<file path="src/rtl/irq_ack_pkg.sv">
package irq_ack_pkg;

    localparam int NCLS = 3;

    typedef enum logic [1:0] {
        CLS_DIRECT = 2'd0,
        CLS_FILT   = 2'd1,
        CLS_TIMER  = 2'd2
    } irq_cls_e;

    typedef enum logic [2:0] {
        ST_IDLE = 3'd0,
        ST_WAIT = 3'd1,
        ST_INT1 = 3'd2,
        ST_INT2 = 3'd3,
        ST_INT3 = 3'd4,
        ST_INT4 = 3'd5,
        ST_VEC  = 3'd6
    } ack_st_e;

    // capture delay after filter acceptance for the timer class
    function automatic logic [2:0] tmr_delay(input logic fast);
        return fast ? 3'd2 : 3'd4;
    endfunction

    // fixed order: lowest class number wins
    function automatic irq_cls_e pick_class(input logic [NCLS-1:0] v);
        if (v[0])      return CLS_DIRECT;
        else if (v[1]) return CLS_FILT;
        else           return CLS_TIMER;
    endfunction

    function automatic logic in_ack(input ack_st_e s);
        return (s == ST_INT1) || (s == ST_INT2) || (s == ST_INT3) || (s == ST_INT4);
    endfunction

endpackage

</file>
<file path="src/rtl/irq_sync.sv">
module irq_sync #(
    parameter int N      = 3,
    parameter int STAGES = 2
) (
    input  logic         clk,
    input  logic         rst,
    input  logic [N-1:0] din,
    output logic [N-1:0] q
);
    genvar i;
    generate
        for (i = 0; i < N; i++) begin : g_line
            logic [STAGES-1:0] chain;
            always_ff @(posedge clk) begin
                if (rst) chain <= '0;
                else     chain <= {chain[STAGES-2:0], din[i]};
            end
            assign q[i] = chain[STAGES-1];
        end
    endgenerate
endmodule

</file>
<file path="src/rtl/irq_class_gate.sv">
module irq_class_gate
    import irq_ack_pkg::*;
#(
    parameter int FILT_LEN = 3
) (
    input  logic            clk,
    input  logic            rst,
    input  logic [NCLS-1:0] lvl,
    input  logic            tmr_fast_sel,
    output logic [NCLS-1:0] arrive
);
    localparam int CW = $clog2(FILT_LEN + 2);
    localparam logic [CW-1:0] F_ACC = CW'(FILT_LEN);
    localparam logic [CW-1:0] F_TOP = CW'(FILT_LEN + 1);

    logic [NCLS-1:0] accepted;

    genvar i;
    generate
        for (i = 0; i < NCLS; i++) begin : g_cls
            if (i == int'(CLS_DIRECT)) begin : g_edge
                logic prev;
                always_ff @(posedge clk) begin
                    if (rst) prev <= 1'b0;
                    else     prev <= lvl[i];
                end
                assign accepted[i] = lvl[i] & ~prev;
            end else begin : g_filt
                // run-length counter, saturating one past the accept point
                logic [CW-1:0] run;
                always_ff @(posedge clk) begin
                    if (rst || !lvl[i])  run <= '0;
                    else if (run != F_TOP) run <= run + 1'b1;
                end
                assign accepted[i] = lvl[i] && (run == F_ACC);
            end
        end
    endgenerate

    logic [2:0] cap_cnt;
    always_ff @(posedge clk) begin
        if (rst)                          cap_cnt <= '0;
        else if (accepted[CLS_TIMER])     cap_cnt <= tmr_delay(tmr_fast_sel);
        else if (cap_cnt != 3'd0)         cap_cnt <= cap_cnt - 3'd1;
    end

    always_comb begin
        arrive             = accepted;
        arrive[CLS_TIMER]  = (cap_cnt == 3'd1);
    end
endmodule

</file>
<file path="src/rtl/irq_ack_fsm.sv">
module irq_ack_fsm
    import irq_ack_pkg::*;
#(
    parameter int LW = 6
) (
    input  logic            clk,
    input  logic            rst,
    input  logic [NCLS-1:0] arrive,
    input  logic            blocked,
    output ack_st_e         state,
    output irq_cls_e        cls,
    output logic [LW-1:0]   lat
);
    logic [NCLS-1:0] pend_q, cand, grant_mask;
    ack_st_e         st_n;
    irq_cls_e        pick;
    logic            take;

    assign cand       = pend_q | arrive;
    assign pick       = pick_class(cand);
    assign take       = (state == ST_IDLE) && (|cand);
    assign grant_mask = take ? (NCLS'(1) << pick) : '0;

    always_comb begin
        st_n = state;
        unique case (state)
            ST_IDLE: if (take) st_n = blocked ? ST_WAIT : ST_INT1;
            ST_WAIT: if (!blocked) st_n = ST_INT1;
            ST_INT1: st_n = ST_INT2;
            ST_INT2: st_n = ST_INT3;
            ST_INT3: st_n = ST_INT4;
            ST_INT4: st_n = ST_VEC;
            ST_VEC:  st_n = ST_IDLE;
            default: st_n = ST_IDLE;
        endcase
    end

    always_ff @(posedge clk) begin
        if (rst) begin
            state  <= ST_IDLE;
            pend_q <= '0;
            cls    <= CLS_DIRECT;
            lat    <= '0;
        end else begin
            state  <= st_n;
            pend_q <= cand & ~grant_mask;
            if (take) begin
                cls <= pick;
                lat <= LW'(1);
            end else if ((state == ST_WAIT || state == ST_INT1 ||
                          state == ST_INT2 || state == ST_INT3) && lat != '1) begin
                lat <= lat + 1'b1;
            end
        end
    end
endmodule

</file>
<file path="src/rtl/irq_ack_seq.sv">
module irq_ack_seq
    import irq_ack_pkg::*;
#(
    parameter int             AW         = 16,
    parameter int             LW         = 6,
    parameter int             FILT_LEN   = 3,
    parameter int             SYNC_STG   = 2,
    parameter logic [AW-1:0]  VEC_BASE   = 16'h0100,
    parameter logic [AW-1:0]  VEC_STRIDE = 16'h0010
) (
    input  logic          clk,
    input  logic          rst,
    input  logic          irq_direct,
    input  logic          irq_filt,
    input  logic          irq_timer,
    input  logic          tmr_fast_sel,
    input  logic          sample_ok,
    input  logic          bus_busy,
    output logic          flush_if,
    output logic          flush_id,
    output logic          redirect,
    output logic [AW-1:0] redirect_pc,
    output logic [LW-1:0] ack_lat
);
    logic [NCLS-1:0] lvl, arrive;
    ack_st_e         state;
    irq_cls_e        cls;
    logic [LW-1:0]   lat;

    irq_sync #(.N(NCLS), .STAGES(SYNC_STG)) u_sync (
        .clk (clk),
        .rst (rst),
        .din ({irq_timer, irq_filt, irq_direct}),
        .q   (lvl)
    );

    irq_class_gate #(.FILT_LEN(FILT_LEN)) u_gate (
        .clk          (clk),
        .rst          (rst),
        .lvl          (lvl),
        .tmr_fast_sel (tmr_fast_sel),
        .arrive       (arrive)
    );

    irq_ack_fsm #(.LW(LW)) u_fsm (
        .clk     (clk),
        .rst     (rst),
        .arrive  (arrive),
        .blocked (bus_busy | ~sample_ok),
        .state   (state),
        .cls     (cls),
        .lat     (lat)
    );

    assign flush_if    = in_ack(state);
    assign flush_id    = in_ack(state);
    assign redirect    = (state == ST_VEC);
    assign redirect_pc = redirect ? (VEC_BASE + AW'(VEC_STRIDE * AW'(cls))) : '0;
    assign ack_lat     = lat;
endmodule

</file>
<file path="config.mk">
export PLATFORM = sky130hd
export DESIGN_NAME = irq_ack_seq
export DESIGN_NICKNAME = d
export VERILOG_FILES = /design/src/rtl/irq_ack_pkg.sv /design/src/rtl/irq_sync.sv /design/src/rtl/irq_class_gate.sv /design/src/rtl/irq_ack_fsm.sv /design/src/rtl/irq_ack_seq.sv
export SDC_FILE = /design/constraint.sdc
export NUM_CORES = 1
export LEC_CHECK = 0
export BUFFER_PORTS_ARGS = -buffer_cell sky130_fd_sc_hd__buf_4
export CELL_PAD_IN_SITES_DETAIL_PLACEMENT = 1
export CELL_PAD_IN_SITES_GLOBAL_PLACEMENT = 2
export CORE_MARGIN = 1
export CORE_UTILIZATION = 32
export DETAILED_ROUTE_END_ITERATION = 10
export PLACE_DENSITY_LB_ADDON = 0.1
export SYNTH_ARGS = -nofsm -noshare
export SYNTH_HDL_FRONTEND = slang
export SYNTH_SLANG_ARGS = --single-unit
</file>
<file path="constraint.sdc">
create_clock -name clk -period 1.63 [get_ports clk]
set_input_delay 0.0815 -clock clk [delete_from_list [all_inputs] [get_ports clk]]
set_output_delay 0.0815 -clock clk [all_outputs]
set_load 0.01 [all_outputs]
</file>
==> summary.md <==
| Metric | Value |
|---|---|
| Top Family by Delay on Critical Path | compound AO/OA/AOI/OAI gates |
| Global routing met3 resource utilization | around 4.8% |
| Internal | 1.46 mW |
| Total GRT Usage | between 10% and 20% |
| Final TNS setup | 0 ps |
| Leak pwr | 0.751 nW |
| Final #Nets | 216 |
| Max VDD drop | 0.470 mV |
| Failing checks | design-rule violations |
| Multi-input gate area | a little over 800 µm² |
| Reg area | roughly 600 µm² |
| Crit. End Element | flop |
| GRT Max-Usage Layer | met2 |
| Period utilization | 92.3% |
| Met2 usage | around 25% |
| Num CTS Buffers | 5 |
| Hold crit path type | in2reg |
| PnR Total Power | between 2 and 2.5 mW |
| Hold path cells | 2 |
| Antenna-violating nets left | 0 |
| Placer Congestion | 0.773 |
| Die Footprint | approximately 0.0051 mm² |
| RSZ-0062 raised after global routing | false |
| Comb pwr share | a little under a third |
| First-pass GRT wire length | ~5600 µm |
| Max Cap Viol | 0 |
| Total wire length | ~3200 µm |
| Largest net degree at the start of global routing | 25 |
| # DRC | 4 |
| Clk slew on worst S/H paths | 60 ps |
| Mean instance size in the synthesized netlist | 8.94 µm² |
| Initial Utilization | between 30% and 40% |
| # Post-CTS Setup Buffers | 0 |
| GRT overflow | 0 |
| Critical Path Max Stage Delay | 340 ps |
| Layout Utilization | 40.4% |
| Pre-CTS setup slack | 25.0 ps |
| Fillers | around 540 |
| Crit path depth | 6 |
| Routed WL per cell | around 13 µm |
| Count of final hold-check violations | 0 |
| PwrDens | between 1000 and 1500 mW/mm² |
| Seq cells post-synth | 30 |
| Min cycle time layout | 1510 ps |
| Layout cell share with drive strength beyond 1 | 21.3% |
| Max Slew Vio Count | 0 |
| Post-route setup slack | about 120 ps |
| First DRT Iteration DRCs | 38 |
| Critical Path Start Type | flop |
| Vias in the first global route | roughly 1300 |
| Cells after synthesis | around 170 |
| Final non-filler cell area | ~0.0018 mm² |
| Clock Power Share | ~28% |
| Core area | ~0.0045 mm² |
| Top-level port count | 33 |
| Final setup viols | 0 |
| Via density | between 4 and 5 |
| Hold Slack | roughly 13 ps |
| Max Clock Freq | ~660 MHz |
| Final Instance Count excl. Fillers | ~250 |
| Initial antenna violation count | 0 |
| Crit path cell chain | ha_1 > ha_1 > a21oi_2 > and3_4 > a21oi_2 > a2111oi_2 |
| Reg power frac | between 40 and 50% |
| CP max stage cell | dfxtp_1 |
| Sw frac | about a third |
| Sink Count | 30 |
| Clock skew | between 4 and 5 ps |
| Net Sw Power | approximately 700 µW |
| Crit-path max FO | 6 |
| Status | finished with violations |
| R2R cell count | 6 |
| H-tree depth | 2 |
| Critical path required time | 1800 ps |
| Netlist cell types | 38 |
| Rows | 24 |
| Chip height | about 70 µm |
| Syn-to-layout area delta | 17.6% |
| M1 GR Usage | between 15 and 20% |
| CTS tree | yes |
| Dpl cell area | ~0.0017 mm² |
| Arrival @ worst endpoint | ~1700 ps |
| Post-DP HPWL | between 2000 and 2500 µm |
| Seq/Total Area, Yosys | between 30% and 40% |
| YS warnings | 0 |
| Placed Cells | 241 |
| Critical path type | reg2reg |
| Clock Path Buffers | 2 |
| Root Buffer Master | clkbuf_8 |
| Die width | slightly above 70 µm |
| Cell area after synthesis | 0.00154 mm² |
| Antenna cells | 0 |
| DRT Pass-1 Iters | 7 |
| Via Count | between 1000 and 1500 |
| Crit path buffers/inverters | 0 |
| Clock Latency Late Sink | 280 ps |
| Buffers on Ports | 19 |
flip-flops by register name, summed over array words and instances, names as in the netlist:
name,count
u_sync.g_line.chain,6
u_fsm.lat,6
u_gate.g_cls.g_edge.prev,1
u_gate.g_cls.g_filt.run,6
u_fsm.state,3
u_fsm.pend_q,3
u_fsm.cls,2
u_gate.cap_cnt,3
worst register-to-register path, stage by stage, from the launching register on:
cell       delay [ps]
dfxtp_1           340
ha_1              200
ha_1              180
a21oi_2           140
and3_4            210
a21oi_2           100
a2111oi_2         230
cells in the mapped netlist, drive strengths merged:
master   number  area share (%)
nor2b         8             3.3
nand4         2            0.81
nand3         8             2.9
a21boi        1            0.49
xor2          1            0.57
xnor2         3             1.7
nand2b        6             2.4
nor4b         1            0.57
buf          17             7.9
nor3          7             2.6
or3           1            0.73
a2111o        1            0.73
a21oi        13             4.5
and2          4             1.6
inv          14             3.4
o21ai         7             2.3
and3          2            0.81
a211oi        5             2.4
ha           12             9.8
o211ai        3             1.5
a2111oi       1            0.98
a31o          1            0.57
clkbuf        1            0.24
dfxtp        30              39
nor4          1            0.41
o21ba         1            0.65
nor3b         2            0.98
conb          1            0.24
nor2          5             1.2
a21o          1            0.49
nand2         9             2.2
mux2i         3             2.0
final timing paths:
kind / startpoint / endpoint / slack, ps
setup / recovery: u_gate.g_cls[1].g_filt.run[0] / u_fsm.lat[2] / 120
hold / removal: irq_timer / u_sync.g_line[2].chain[0] / 10
setup reg to reg: u_gate.g_cls[1].g_filt.run[0] / u_fsm.lat[2] / 120
hold reg to reg: u_sync.g_line[1].chain[0] / u_sync.g_line[1].chain[1] / 450
timing repair:
action	in CTS	in global routing
resized for setup	1	4
setup endpoints to repair	4	8
hold buffers	0	0
power by group through the flow:
stage	sequential [mW]	clock (mW)	combinational, mW
after floorplan	0.893	0	0.522
after global placement	0.898	0	0.650
after detailed placement	0.904	0	0.682
after CTS	0.888	0.629	0.691
after global routing	0.901	0.669	0.790
final	0.885	0.601	0.685
cell type report:
| class | instances | share of cell area (%) |
|---|---|---|
| Clock buffer | 7 | 4.78 |
| Clock inverter | 1 | 0.277 |
| Inverter | 14 | 2.91 |
| Multi-Input combinational cell | 122 | 45.6 |
| Sequential cell | 30 | 33.3 |
| Tap cell | 52 | 3.60 |
| Timing Repair Buffer | 23 | 9.55 |
metal layers:
metal | vias to the layer above | wire (µm)
met5 | - | 0
met4 | 0 | 36
met3 | 4 | 119
met2 | 30 | 1630
met1 | 577 | 1420
li1 | 607 | -
cells in the final DEF (no fill, tap or decap), drive strengths merged, types with 4 or more instances in the layout:
master  instances
conb           13
ha             12
nor2b           8
o21ai           7
nor2            5
nand2           9
nand2b          6
a21oi          13
and2            4
nand3           8
dfxtp          30
buf            23
nor3            7
a211oi          5
inv            14
clkbuf          7
cells by family after synthesis:
kind of cell	count (synthesis)	synth area share (%)
AOI/OAI and AO/OA	34	14.6
xor gates and xnor gates	4	2.28
adders and majority gates	12	9.76
buffers and inverters	32	11.6
DFF	30	39.1
muxes	3	1.95
other	1	0.244
and+or+nand+nor	56	20.6
Power figures use the tool's default switching activity.
